==> src/rtl/rtc_trim_pkg.sv <==
// Shared helpers for the trimmed timebase.
// Assumes the base division is larger than the largest trim magnitude,
// so a shortened step never reaches zero ticks.
package rtc_trim_pkg;

    // Terminal count for one subsecond step.
    // apply selects the corrected step; slow selects lengthen or shorten.
    function automatic int unsigned step_limit(input int unsigned base,
                                               input int unsigned mag,
                                               input logic        slow,
                                               input logic        apply);
        if (!apply || mag == 0)
            return base;
        else if (slow)
            return base + mag;
        else
            return base - mag;
    endfunction

endpackage

==> src/rtl/rtc_trim_prescaler.sv <==
// Prescaler for the 4096 Hz tick enable.
// It counts qualifying ticks up to the terminal count held for the current
// step, then pulses step_o. The terminal count for the next step is loaded
// from next_limit on the same edge as that pulse, so a step already in
// progress keeps its length.
// Assumes next_limit is between 1 and 2**LIM_W-1.
module rtc_trim_prescaler #(
    parameter int BASE_DIV = 16,
    parameter int LIM_W    = 5
) (
    input  logic             clk,
    input  logic             rst_n,
    input  logic             adv,
    input  logic [LIM_W-1:0] next_limit,
    output logic             step_o,
    output logic [LIM_W-1:0] cnt_o,
    output logic [LIM_W-1:0] limit_o
);
    logic [LIM_W-1:0] cnt_q;
    logic [LIM_W-1:0] limit_q;
    logic             at_term;

    // Last tick of the current step.
    assign at_term = (cnt_q == limit_q - LIM_W'(1));
    assign step_o  = adv && at_term;
    assign cnt_o   = cnt_q;
    assign limit_o = limit_q;

    // Count ticks; wrap and load the next terminal count when a step ends.
    always_ff @(posedge clk) begin
        if (!rst_n) begin
            cnt_q   <= '0;
            limit_q <= LIM_W'(BASE_DIV);
        end else if (adv) begin
            cnt_q <= at_term ? '0 : cnt_q + LIM_W'(1);
            if (at_term)
                limit_q <= next_limit;
        end
    end
endmodule

==> src/rtl/rtc_trim_interval.sv <==
// Modulo-PERIOD counter of seconds rollovers.
// last_o is high during the final second of each trim interval.
// Assumes PERIOD >= 2.
module rtc_trim_interval #(
    parameter int PERIOD = 10,
    parameter int CNT_W  = $clog2(PERIOD)
) (
    input  logic clk,
    input  logic rst_n,
    input  logic sec_wrap,
    output logic last_o
);
    logic [CNT_W-1:0] cnt_q;

    assign last_o = (cnt_q == CNT_W'(PERIOD - 1));

    // Advance once per seconds rollover and wrap at PERIOD.
    always_ff @(posedge clk) begin
        if (!rst_n)
            cnt_q <= '0;
        else if (sec_wrap)
            cnt_q <= last_o ? '0 : cnt_q + CNT_W'(1);
    end
endmodule

==> src/rtl/rtc_trim_counters.sv <==
// Subsecond and seconds counters.
// The subsecond count advances by one on each step. When it wraps, it
// carries into the seconds count. The seconds count wraps silently.
module rtc_trim_counters #(
    parameter int SUB_W = 8,
    parameter int SEC_W = 32
) (
    input  logic             clk,
    input  logic             rst_n,
    input  logic             step,
    output logic             sub_wrap,
    output logic [SUB_W-1:0] sub_o,
    output logic [SEC_W-1:0] sec_o
);
    logic [SUB_W-1:0] sub_q;
    logic [SEC_W-1:0] sec_q;

    assign sub_wrap = step && (sub_q == {SUB_W{1'b1}});
    assign sub_o    = sub_q;
    assign sec_o    = sec_q;

    // Step the subsecond count.
    always_ff @(posedge clk) begin
        if (!rst_n)
            sub_q <= '0;
        else if (step)
            sub_q <= sub_q + SUB_W'(1);
    end

    // Carry subsecond wraps into the seconds count.
    always_ff @(posedge clk) begin
        if (!rst_n)
            sec_q <= '0;
        else if (sub_wrap)
            sec_q <= sec_q + SEC_W'(1);
    end
endmodule

==> src/rtl/rtc_trim_timebase.sv <==
// Top level of the digitally trimmed RTC timebase.
// It gates the 4096 Hz tick with the run enable, feeds the prescaler and
// the counters, and chooses the terminal count for the step that follows
// each tenth seconds rollover. The trim inputs are sampled only on that
// edge.
// Assumes tick_4k is synchronous to clk and at most one clock wide.
module rtc_trim_timebase #(
    parameter int BASE_DIV    = 16,
    parameter int TRIM_W      = 4,
    parameter int SUB_W       = 8,
    parameter int SEC_W       = 32,
    parameter int TRIM_PERIOD = 10
) (
    input  logic              clk,
    input  logic              rst_n,
    input  logic              tick_4k,
    input  logic              run_en,
    input  logic              trim_slow,
    input  logic [TRIM_W-1:0] trim_mag,
    output logic [SUB_W-1:0]  subsec,
    output logic [SEC_W-1:0]  seconds
);
    import rtc_trim_pkg::*;

    localparam int LIM_W = $clog2(BASE_DIV + (1 << TRIM_W));

    logic             adv;
    logic             step;
    logic             sub_wrap;
    logic             period_last;
    logic             trim_due;
    logic [LIM_W-1:0] next_limit;
    logic [LIM_W-1:0] pcnt;
    logic [LIM_W-1:0] cur_limit;

    assign adv      = tick_4k && run_en;
    assign trim_due = sub_wrap && period_last;

    // Terminal count for the step that begins on this edge.
    always_comb begin
        next_limit = LIM_W'(step_limit(BASE_DIV, int'(trim_mag), trim_slow, trim_due));
    end

    rtc_trim_prescaler #(
        .BASE_DIV (BASE_DIV),
        .LIM_W    (LIM_W)
    ) u_presc (
        .clk        (clk),
        .rst_n      (rst_n),
        .adv        (adv),
        .next_limit (next_limit),
        .step_o     (step),
        .cnt_o      (pcnt),
        .limit_o    (cur_limit)
    );

    rtc_trim_counters #(
        .SUB_W (SUB_W),
        .SEC_W (SEC_W)
    ) u_cnt (
        .clk      (clk),
        .rst_n    (rst_n),
        .step     (step),
        .sub_wrap (sub_wrap),
        .sub_o    (subsec),
        .sec_o    (seconds)
    );

    rtc_trim_interval #(
        .PERIOD (TRIM_PERIOD)
    ) u_intv (
        .clk      (clk),
        .rst_n    (rst_n),
        .sec_wrap (sub_wrap),
        .last_o   (period_last)
    );
endmodule

==> config.mk <==
export PLATFORM = sky130hd
export DESIGN_NAME = rtc_trim_timebase
export DESIGN_NICKNAME = d
export VERILOG_FILES = /design/src/rtl/rtc_trim_pkg.sv /design/src/rtl/rtc_trim_prescaler.sv /design/src/rtl/rtc_trim_interval.sv /design/src/rtl/rtc_trim_counters.sv /design/src/rtl/rtc_trim_timebase.sv
export SDC_FILE = /design/constraint.sdc
export NUM_CORES = 1
export LEC_CHECK = 0
export BUFFER_PORTS_ARGS = -buffer_cell sky130_fd_sc_hd__buf_2
export CORE_MARGIN = 2
export CORE_UTILIZATION = 45
export CTS_BUF_LIST = sky130_fd_sc_hd__clkbuf_8
export DETAILED_ROUTE_END_ITERATION = 7
export PLACE_DENSITY = 0.64
export SYNTH_ARGS = -nofsm -noshare
export SYNTH_HDL_FRONTEND = slang
export SYNTH_SLANG_ARGS = --single-unit
==> constraint.sdc <==
create_clock -name clk -period 2.6 [get_ports clk]
set_clock_uncertainty 0.15 [all_clocks]
set_input_delay 0.26 -clock clk [delete_from_list [all_inputs] [get_ports clk]]
set_output_delay 0.26 -clock clk [all_outputs]
set_load 0.05 [all_outputs]
==> results of run 1 <==
[timing repair]
| action | in CTS | in global routing |
|---|---|---|
| endpoints found under the setup margin | 0 | 27 |
| buffers inserted | 0 | 4 |
| gates resized for setup | 0 | 6 |
| hold buffers | 0 | 0 |
[area by class of cell]
| class | count | area, um^2 |
|---|---|---|
| sequential | 54 | 1080 |
| inverter | 16 | 60.1 |
| tap | 75 | 93.8 |
| clock inverter | 1 | 30.0 |
| fill | 580 | 2650 |
| timing repair buffer | 63 | 358 |
| multi-input combinational | 240 | 1570 |
| clock buffer | 6 | 82.6 |
[kinds of logic after synthesis]
logic type	after synthesis
compound gates	86
xor+xnor	15
fa+ha+maj	5
buf+inv	33
flops	54
mux	4
simple gates	130
[report_power, final]
part	internal, mW	total, mW	switching [mW]	leakage [nW]
Sequential	0.828	0.832	0.00325	0.435
Clock	0.309	0.578	0.270	0.0573
Combinational	0.0162	0.0435	0.0274	0.690
[Yosys cell counts (3+ instances only)]
library cell and n:
a21oi_1 38, and2_1 3, and3_1 5, clkbuf_1 16, dfxtp_1 54, ha_1 5
inv_1 15, mux2i_1 4, nand2_1 20, nand3_1 20, nand4_1 11, nor2_1 16
nor3_1 5, o2111ai_1 3, o21ai_0 11, o31ai_1 23, or3_1 11, or4_1 27
xnor2_1 8, xor2_1 7
[layer usage]
metal	wire length [um]	global-route usage (%)	up-vias
met2	2860	30.2	36
met5	0	0	-
li1	-	-	1344
met3	221	5.00	7
met1	3240	27.2	1229
met4	65	5.33	0
[how the worst min path moves through the flow]
stage | startpoint | end | cells past startpoint
finish | trim_slow | u_presc.limit_o[4]$_SDFFE_PN1P_ | 2
global route | trim_slow | u_presc.limit_o[4]$_SDFFE_PN1P_ | 2
CTS | trim_slow | u_presc.limit_o[4]$_SDFFE_PN1P_ | 2
detailed placement | u_cnt.sec_o[31]$_SDFFE_PN0P_ | u_cnt.sec_o[31]$_SDFFE_PN0P_ | 2
global placement | u_cnt.sec_o[31]$_SDFFE_PN0P_ | u_cnt.sec_o[31]$_SDFFE_PN0P_ | 2
floorplan | trim_slow | u_presc.limit_o[4]$_SDFFE_PN1P_ | 1
[through the flow]
step                util, %  cell area (um^2)
global placement       52.3              3090
CTS                    54.2              3210
floorplan                 -              2750
detailed placement     52.3              3090
finish                 55.3              3270
global route           55.3              3270
[sequential cells by signal, indices dropped and copies added (netlist names)]
register / count
u_presc.cnt_o: 5
u_presc.limit_o: 5
u_intv.cnt_q: 4
u_cnt.sub_o: 8
u_cnt.sec_o: 32
==> flow_summary.yaml, run 1 <==
power_and_ir_drop:
  p_leak_nw: 1.18
  power_density_mw_per_mm2: 444
  p_total_mw: 1.45
  vdd_drop_max_mv: 0.302
cells_and_area:
  area_delta_synth_final_pct: 19.0
  final_net_count: 394
  layout-drive-gt1-share_pct: 20.3
  layout_common_cells: "53 x dfxtp_1, 49 x buf_2, 38 x a21oi_1"
  final_common_cell: "dfxtp_1"
  n_antenna_cell: 0
  stdcell_count: 455
run_status:
  outcome: "finished clean"
synth:
  yosys.area_share.simple_pct: 27.8
  ys.flop_type: "dfxtp_1"
  synth_top_family_by_area: "simple AND/OR/NAND/NOR gates"
  yosysSeqAreaShare_pct: 39.3
  yosys_register_bits: 54
  netlist-cell-type-count: 39
  synthCells: 327
  yosysWarnings: 0
  synth-edff-count: 0
  synth_top_cell_area_share_pct: 39.3
  synthTopCellsByArea: "dfxtp_1 39%, or4_1 7.4%, a21oi_1 6.9%"
  synth.avg_cell_area_um2: 8.41
  syn_nets: 341
  async_flop_share_pct: 0
  synth_compound_area_share_pct: 19.6
  synth_adder_area_share_pct: 2.27
  synth_xor_area_share_pct: 4.78
  yosysTopAreaCell: "dfxtp_1"
  synthMuxAreaShare_pct: 1.46
  netlist_area_mm2: 0.00275
global_routing:
  grt_pass1_wl_mm: 10.4
  grt-ovfl-total: 0
  grt_pass1_vias: 2241
  grtUsageTotal_pct: 19.6
  antenna_found_initial: 0
  grt_max_degree: 43
worst_setup_path:
  cp-endpoint: "u_cnt.sub_o[6]$_SDFFE_PN0P_"
  slowest_delay_ps: 500
  arrival_ps: 2530
  critPathTopFamily: "simple AND/OR/NAND/NOR gates"
  r2r_start: "u_presc.cnt_o[4]$_SDFFE_PN0P_"
  rrSetupSlack_ps: 160
  slowest_stage: "or4_1"
  worstPathRequired_ps: 2700
  r2r_cells: 6
  critPathKind: "flip-flop to flip-flop"
  crit_cells: 6
  cp-start-kind: "flip-flop"
  endpoint_kind: "flip-flop"
  cp.buffers_inverters: 1
  path_max_fanout: 8
  crit_path_start: "u_presc.cnt_o[4]$_SDFFE_PN0P_"
  crit_chain: "xor2_1 > nor4b_4 > o211ai_1 > buf_4 > or4_1 > a21oi_1"
  worst_r2r_endpoint: "u_cnt.sub_o[6]$_SDFFE_PN0P_"
cts:
  clk_latency_ps: 310
  clk_pin_slew_ps: 100
  h-tree-depth: 2
  cts_tree: "yes"
  cts_sinks: 54
  clock-root-buffer: "clkbuf_8"
  cts_buffers: 5
  cts_buffer_depth: 2
timing:
  fmax_mhz: 410
  finalSetupViolCount: 0
  post-route-min-period_ps: 2440
  finalWorstSetupSlack_ps: 163
  worst_pin_slew_ps: 574
  holdWs_ps: 67.0
  rsz0062_at_grt: "no"
  hold_viol_final: 0
  setup_tns_ps: 0
  report.final.slew_viol_count: 0
  finalCritPeriodShare_pct: 93.7
  slew_headroom_pct: 61.6
drt:
  drtIter0Drc: 106
  first_pass_iters: 4
  antenna_left: 0
  vias: 2616
  avgRoutedWirePerCell_um: 14.0
  postRouteWirelength_mm: 6.39
  route.detailed.drc: 0
  via_per_inst: 5.75
die:
  start_util_pct: 46.4
  die-area_mm2: 0.00675
  num_rows: 28
  fp.dieW_um: 82.2
  top_level_ports: 49
  core-area_mm2: 0.00592
  die_y_um: 82.2
placed_design:
  dp_slack_ps: 42.5
  port_buffers: 48
  dp.cells: 443
  gp_congestion: 0.783
  dp_hpwl_mm: 4.34
hold_path:
  hold_class: "input pin to flip-flop"
job:
  cap_violations: 0
Power figures use the tool's default switching activity.
==> run 2: changes to the inputs <==
--- a/config.mk
+++ b/config.mk
@@ -7,10 +7,10 @@
 export LEC_CHECK = 0
 export BUFFER_PORTS_ARGS = -buffer_cell sky130_fd_sc_hd__buf_2
 export CORE_MARGIN = 2
-export CORE_UTILIZATION = 45
+export CORE_UTILIZATION = 53
 export CTS_BUF_LIST = sky130_fd_sc_hd__clkbuf_8
 export DETAILED_ROUTE_END_ITERATION = 7
-export PLACE_DENSITY = 0.64
+export PLACE_DENSITY = 0.76
 export SYNTH_ARGS = -nofsm -noshare
 export SYNTH_HDL_FRONTEND = slang
 export SYNTH_SLANG_ARGS = --single-unit
==> constraint.sdc (replaced) <==
create_clock -name clk -period 2.29 [get_ports clk]
set_clock_uncertainty 0.15 [all_clocks]
set_input_delay 0.229 -clock clk [delete_from_list [all_inputs] [get_ports clk]]
set_output_delay 0.229 -clock clk [all_outputs]
set_load 0.05 [all_outputs]
==> run 2 against run 1 <==
The run now ends with setup timing left; core utilization grew 16 points; cell count is 5.5% higher; clock-buffer cell count unchanged; worst setup slack got worse by 220 ps; sequential cell count is the same; register-to-register slack lost 220 ps; hold slack got worse by 46 ps; maximum frequency up 3.8%; first-iteration DRC count increased by 83%; die area is 14% lower; via count grew 7.3%; critical endpoint is now u_cnt.sec_o[28]$_SDFFE_PN0P_; largest cell class unchanged.
==> flow_summary.yaml, run 2 (synthesized netlist as in run 1, its figures left out) <==
run_status:
  outcome: "finished, violations left"
  violations: "setup timing"
drt:
  route.detailed.drc: 0
  vias: 2807
  drtIter0Drc: 194
  avgRoutedWirePerCell_um: 14.7
  antenna_left: 0
  first_pass_iters: 4
  postRouteWirelength_mm: 7.06
  via_per_inst: 5.85
worst_setup_path:
  cp-start-kind: "flip-flop"
  r2r_cells: 9
  crit_chain: "inv_2 > ha_4 > o21ba_4 > a221oi_4 > o211ai_1 > buf_4 > buf_4 > or4_4 > a21oi_1"
  endpoint_kind: "flip-flop"
  r2r_start: "u_presc.limit_o[1]$_SDFFE_PN0P_"
  path_max_fanout: 5
  critPathTopFamily: "compound AO/OA/AOI/OAI gates"
  cp.buffers_inverters: 3
  worst_r2r_endpoint: "u_cnt.sec_o[28]$_SDFFE_PN0P_"
  slowest_delay_ps: 400
  slowest_stage: "or4_4"
  cpMostUsedCell: "buf_4"
  worstPathRequired_ps: 2390
  rrSetupSlack_ps: -60
  arrival_ps: 2450
  critPathKind: "flip-flop to flip-flop"
cells_and_area:
  stdcell_count: 480
  fillers: 397
  area_delta_synth_final_pct: 31.0
  final_common_cell: "buf_2"
  n_antenna_cell: 0
  layout_common_cells: "51 x buf_2, 38 x buf_4, 36 x a21oi_1"
  largest_reg_flops: 32
  layout-drive-gt1-share_pct: 35.9
  final_net_count: 423
die:
  top_level_ports: 49
  num_rows: 26
  die-area_mm2: 0.00578
  die_y_um: 76.0
  fp.dieW_um: 76.0
  core-area_mm2: 0.00504
  start_util_pct: 54.5
timing:
  worst_pin_slew_ps: 479
  rsz0062_at_grt: "yes"
  report.final.slew_viol_count: 0
  slew_headroom_pct: 68.1
  finalSetupViolCount: 16
  finalCritPeriodShare_pct: 103
  hold_viol_final: 0
  finalWorstSetupSlack_ps: -58.1
  post-route-min-period_ps: 2350
  holdWs_ps: 21.4
  fmax_mhz: 426
job:
  cap_violations: 0
power_and_ir_drop:
  power_density_mw_per_mm2: 430
  vdd_drop_max_mv: 0.323
  p_total_mw: 1.55
  p_leak_nw: 1.35
hold_path:
  hold_class: "input pin to flip-flop"
  hold_start: "trim_slow"
  holdPathStages: 2
  hold_path_end: "u_presc.limit_o[4]$_SDFFE_PN1P_"
global_routing:
  grt-ovfl-total: 0
  grtUsageTotal_pct: 23.8
  antenna_found_initial: 0
  grt_pass1_vias: 2412
  grt_max_degree: 43
  grt_pass1_wl_mm: 11.4
placed_design:
  port_buffers: 48
  dp.cells: 459
  dp_hpwl_mm: 4.35
  gp_congestion: 0.834
cts:
  clk_latency_ps: 310
  clk_pin_slew_ps: 100
  cts_sinks: 54
  cts_buffer_depth: 2
  ctsHoldBuffers: 0
  h-tree-depth: 2
  cts_buffers: 5
  clock-root-buffer: "clkbuf_8"
  cts_tree: "yes"
[run 2: cell types whose count changed in the layout (fill, tap and decap cells not counted), moves of 3 or more]
| cell | delta |
|---|---|
| dfxtp_2 | +20 |
| o31ai_1 | -3 |
| dfxtp_4 | +3 |
| or4_4 | +4 |
| dfxtp_1 | -23 |
| or4_1 | -4 |
| buf_4 | +26 |
[run 2: worst max-delay path by stage]
stage,start,end,slack (ps),cells past startpoint
after floorplan,u_cnt.sec_o[10]$_SDFFE_PN0P_,u_cnt.sec_o[30]$_SDFFE_PN0P_,-8,5
after global placement,u_presc.limit_o[0]$_SDFFE_PN0P_,u_cnt.sec_o[23]$_SDFFE_PN0P_,-40,8
after detailed placement,u_presc.limit_o[0]$_SDFFE_PN0P_,u_cnt.sec_o[27]$_SDFFE_PN0P_,-130,8
after CTS,u_presc.limit_o[1]$_SDFFE_PN0P_,u_intv.cnt_q[2]$_SDFFE_PN0P_,-30,9
after global routing,u_presc.limit_o[1]$_SDFFE_PN0P_,u_cnt.sec_o[27]$_SDFFE_PN0P_,-170,8
final,u_presc.limit_o[1]$_SDFFE_PN0P_,u_cnt.sec_o[28]$_SDFFE_PN0P_,-60,9
[run 2: metrics by stage]
step                      worst slack (ps)  utilization [%]  cell area (um^2)  setup TNS (ps)
after floorplan                      -8.00                -              2790           -8.00
after global placement               -41.2             65.3              3290            -483
after detailed placement              -127             65.3              3290           -1650
after CTS                            -31.0             69.7              3510            -107
after global routing                  -175             71.5              3600           -4590
final                                -58.1             71.5              3600            -465
[run 2: metal layers]
metal / global-route usage, % / vias to the layer above / routed length (um)
met2: 36.5 / 72 / 3320
met1: 34.0 / 1321 / 3280
met4: 8.55 / 0 / 148
met5: 0 / - / 0
met3: 3.91 / 15 / 308
li1: - / 1399 / -
[run 2: where the power goes]
group,total (mW),switching (mW),internal (mW)
Sequential,0.940,0.00335,0.936
Clock,0.559,0.318,0.241
Combinational,0.0501,0.0317,0.0184
[run 2: worst register-to-register path, delay by kind of cell, from the launching register on]
kind,cells,cell delay [ps]
flip-flops,1,360
AND/OR/NAND/NOR,1,400
adder cells (fa/ha/maj),1,170
buffers and inverters,3,390
AO/OA/AOI/OAI,4,830
[run 2: what timing repair did]
item / 4_1_cts / 5_1_grt
setup buffers: 6 / 4
endpoints found under the setup margin: 34 / 49
gates cloned: 3 / 0
resized for setup: 17 / 13
pin swaps: 22 / 8
[run 2: layout make-up]
class,count,area [um^2],area share (%)
Tap cell,70,87.6,2.43
Clock buffer,6,82.6,2.29
Inverter,16,60.1,1.67
Clock inverter,2,8.76,0.243
Sequential cell,54,1120,31.0
Timing Repair Buffer,92,583,16.2
Multi-Input combinational cell,240,1660,46.1
==> run 3: changes to the inputs <==
--- a/config.mk
+++ b/config.mk
@@ -7,10 +7,10 @@
 export LEC_CHECK = 0
 export BUFFER_PORTS_ARGS = -buffer_cell sky130_fd_sc_hd__buf_2
 export CORE_MARGIN = 2
-export CORE_UTILIZATION = 53
+export CORE_UTILIZATION = 50
 export CTS_BUF_LIST = sky130_fd_sc_hd__clkbuf_8
 export DETAILED_ROUTE_END_ITERATION = 7
-export PLACE_DENSITY = 0.76
+export PLACE_DENSITY = 0.73
 export SYNTH_ARGS = -nofsm -noshare
 export SYNTH_HDL_FRONTEND = slang
 export SYNTH_SLANG_ARGS = --single-unit
==> run 3 against run 2 <==
The flow still finishes with violations (setup timing); maximum frequency is 3.1% lower; design area is 1.8% higher; sequential share of layout area is 0.68 points lower; sequential cell count stayed put; worst setup slack worse by 74 ps; register-to-register slack worse by 70 ps; via count grew 0.21%; global-route usage is 1.7 points lower; critical path type unchanged; critical endpoint is now u_cnt.sec_o[21]$_SDFFE_PN0P_.
==> flow_summary.yaml, run 3 (synthesized netlist as in run 1, its figures left out) <==
drt:
  route.detailed.drc: 0
  avgRoutedWirePerCell_um: 15.0
  via_per_inst: 5.90
  antenna_left: 0
  postRouteWirelength_mm: 7.17
  vias: 2813
  first_pass_iters: 4
  drtIter0Drc: 157
power_and_ir_drop:
  power_frac_seq_pct: 61.0
  power_density_mw_per_mm2: 421
  p_int_mw: 1.20
  p_comb_share_pct: 3.4
  power_switching_uw: 347
  p_leak_nw: 1.39
  swShare_pct: 22.4
  p_clk_share_pct: 35.6
  vdd_drop_max_mv: 0.358
cells_and_area:
  layout-drive-gt1-share_pct: 37.3
  area_delta_synth_final_pct: 33.3
  final_cell_area_mm2: 0.00367
  largest_reg_flops: 32
  final_net_count: 418
  layout_common_cells: "48 x buf_2, 34 x a21oi_1, 34 x buf_4"
  fillers: 460
  final_common_cell: "buf_2"
  n_antenna_cell: 0
worst_setup_path:
  arrival_ps: 2520
  slowest_delay_ps: 500
  cp-start-kind: "flip-flop"
  critPathTopFamily: "compound AO/OA/AOI/OAI gates"
  endpoint_kind: "flip-flop"
  worstPathRequired_ps: 2390
  critPathKind: "flip-flop to flip-flop"
  slowest_stage: "or4_4"
  path_max_fanout: 7
  crit_chain: "inv_2 > ha_4 > o21ba_4 > a221oi_4 > o2111ai_4 > buf_12 > or4_4 > a21oi_2"
  cp.buffers_inverters: 2
timing:
  holdWs_ps: 29.7
  report.final.slew_viol_count: 0
  finalCritPeriodShare_pct: 106
  rsz0062_at_grt: "yes"
  fmax_mhz: 413
  finalSetupViolCount: 32
  finalWorstSetupSlack_ps: -132
  post-route-min-period_ps: 2420
  worst_pin_slew_ps: 475
  slew_headroom_pct: 68.3
  hold_viol_final: 0
cts:
  clk_latency_ps: 310
  ctsHoldBuffers: 0
  clock-root-buffer: "clkbuf_8"
  cts_buffer_depth: 2
  clk_pin_slew_ps: 100
  cts_tree: "yes"
  cts_sinks: 54
  h-tree-depth: 2
  cts_buffers: 5
run_status:
  violations: "setup timing"
  outcome: "finished, violations left"
global_routing:
  antenna_found_initial: 0
  grtUsageTotal_pct: 22.0
  grt_pass1_wl_mm: 11.1
  grt_max_degree: 43
  grt_pass1_vias: 2450
  grt-ovfl-total: 0
die:
  fp.dieW_um: 78.2
  core-area_mm2: 0.00541
  start_util_pct: 50.9
  die_y_um: 78.2
  top_level_ports: 49
  num_rows: 27
  die-area_mm2: 0.00611
placed_design:
  port_buffers: 48
  gp_congestion: 0.784
  dpl-instance-area_mm2: 0.00329
  dp_slack_ps: -157
  dp_hpwl_mm: 4.48
job:
  cap_violations: 0
hold_path:
  hold_class: "input pin to flip-flop"
[run 3: area by class of cell]
type                            instances  area [um^2]  share of cell area [%]
Sequential cell                        54         1110                    30.4
Timing Repair Buffer                   87          588                    16.0
Inverter                               16         60.1                    1.64
Tap cell                               72         90.1                    2.46
Clock inverter                          2         8.76                   0.239
Clock buffer                            6         82.6                    2.25
Multi-Input combinational cell        240         1720                    47.0
[run 3: worst paths after layout]
path,start,endpoint,slack (ps),cells after the start
setup reg to reg,u_presc.limit_o[0]$_SDFFE_PN0P_,u_cnt.sec_o[21]$_SDFFE_PN0P_,-130,8
setup / recovery,u_presc.limit_o[0]$_SDFFE_PN0P_,u_cnt.sec_o[21]$_SDFFE_PN0P_,-130,8
hold / removal,trim_mag[0],u_presc.limit_o[0]$_SDFFE_PN0P_,30,3
hold reg to reg,u_cnt.sec_o[31]$_SDFFE_PN0P_,u_cnt.sec_o[31]$_SDFFE_PN0P_,320,2
[run 3: what timing repair did]
action                                  CTS  global route
resized for setup                        16            24
setup buffers                             2             3
endpoints found under the setup margin   30            41
pin swaps                                25            19
gates cloned                              1             2
[run 3: layer usage]
metal	share of wire [%]	track usage (%)	up-vias	wire length (um)
met2	50	35.4	79	3560
met1	44	30.2	1338	3140
met5	0	0	-	0
met4	1.3	8.42	0	93
li1	-	-	1389	-
met3	5.3	2.87	7	380
[run 3: power by group through the flow]
| stage | clock network, mW | logic (mW) | registers [mW] |
|---|---|---|---|
| 6_report | 0.551 | 0.0521 | 0.942 |
| 5_1_grt | 0.596 | 0.0582 | 0.943 |
| 4_1_cts | 0.568 | 0.0497 | 0.942 |
| 3_5_place_dp | 0 | 0.0491 | 0.964 |
| 3_3_place_gp | 0 | 0.0480 | 0.964 |
| 2_1_floorplan | 0 | 0.0314 | 0.963 |
[run 3: worst min-delay path, stage by stage]
cell and delay [ps]:
buf_2 90, inv_1 60, o22ai_2 80
[run 3: stage by stage]
| step | instances | total power, mW | TNS [ps] | utilization (%) |
|---|---|---|---|---|
| floorplan | 327 | 0.995 | -8.00 | - |
| global placement | 461 | 1.01 | -539 | 60.9 |
| detailed placement | 461 | 1.01 | -1960 | 60.9 |
| CTS | 472 | 1.56 | -304 | 64.2 |
| global route | 477 | 1.60 | -5300 | 67.8 |
| finish | 477 | 1.54 | -2030 | 67.8 |
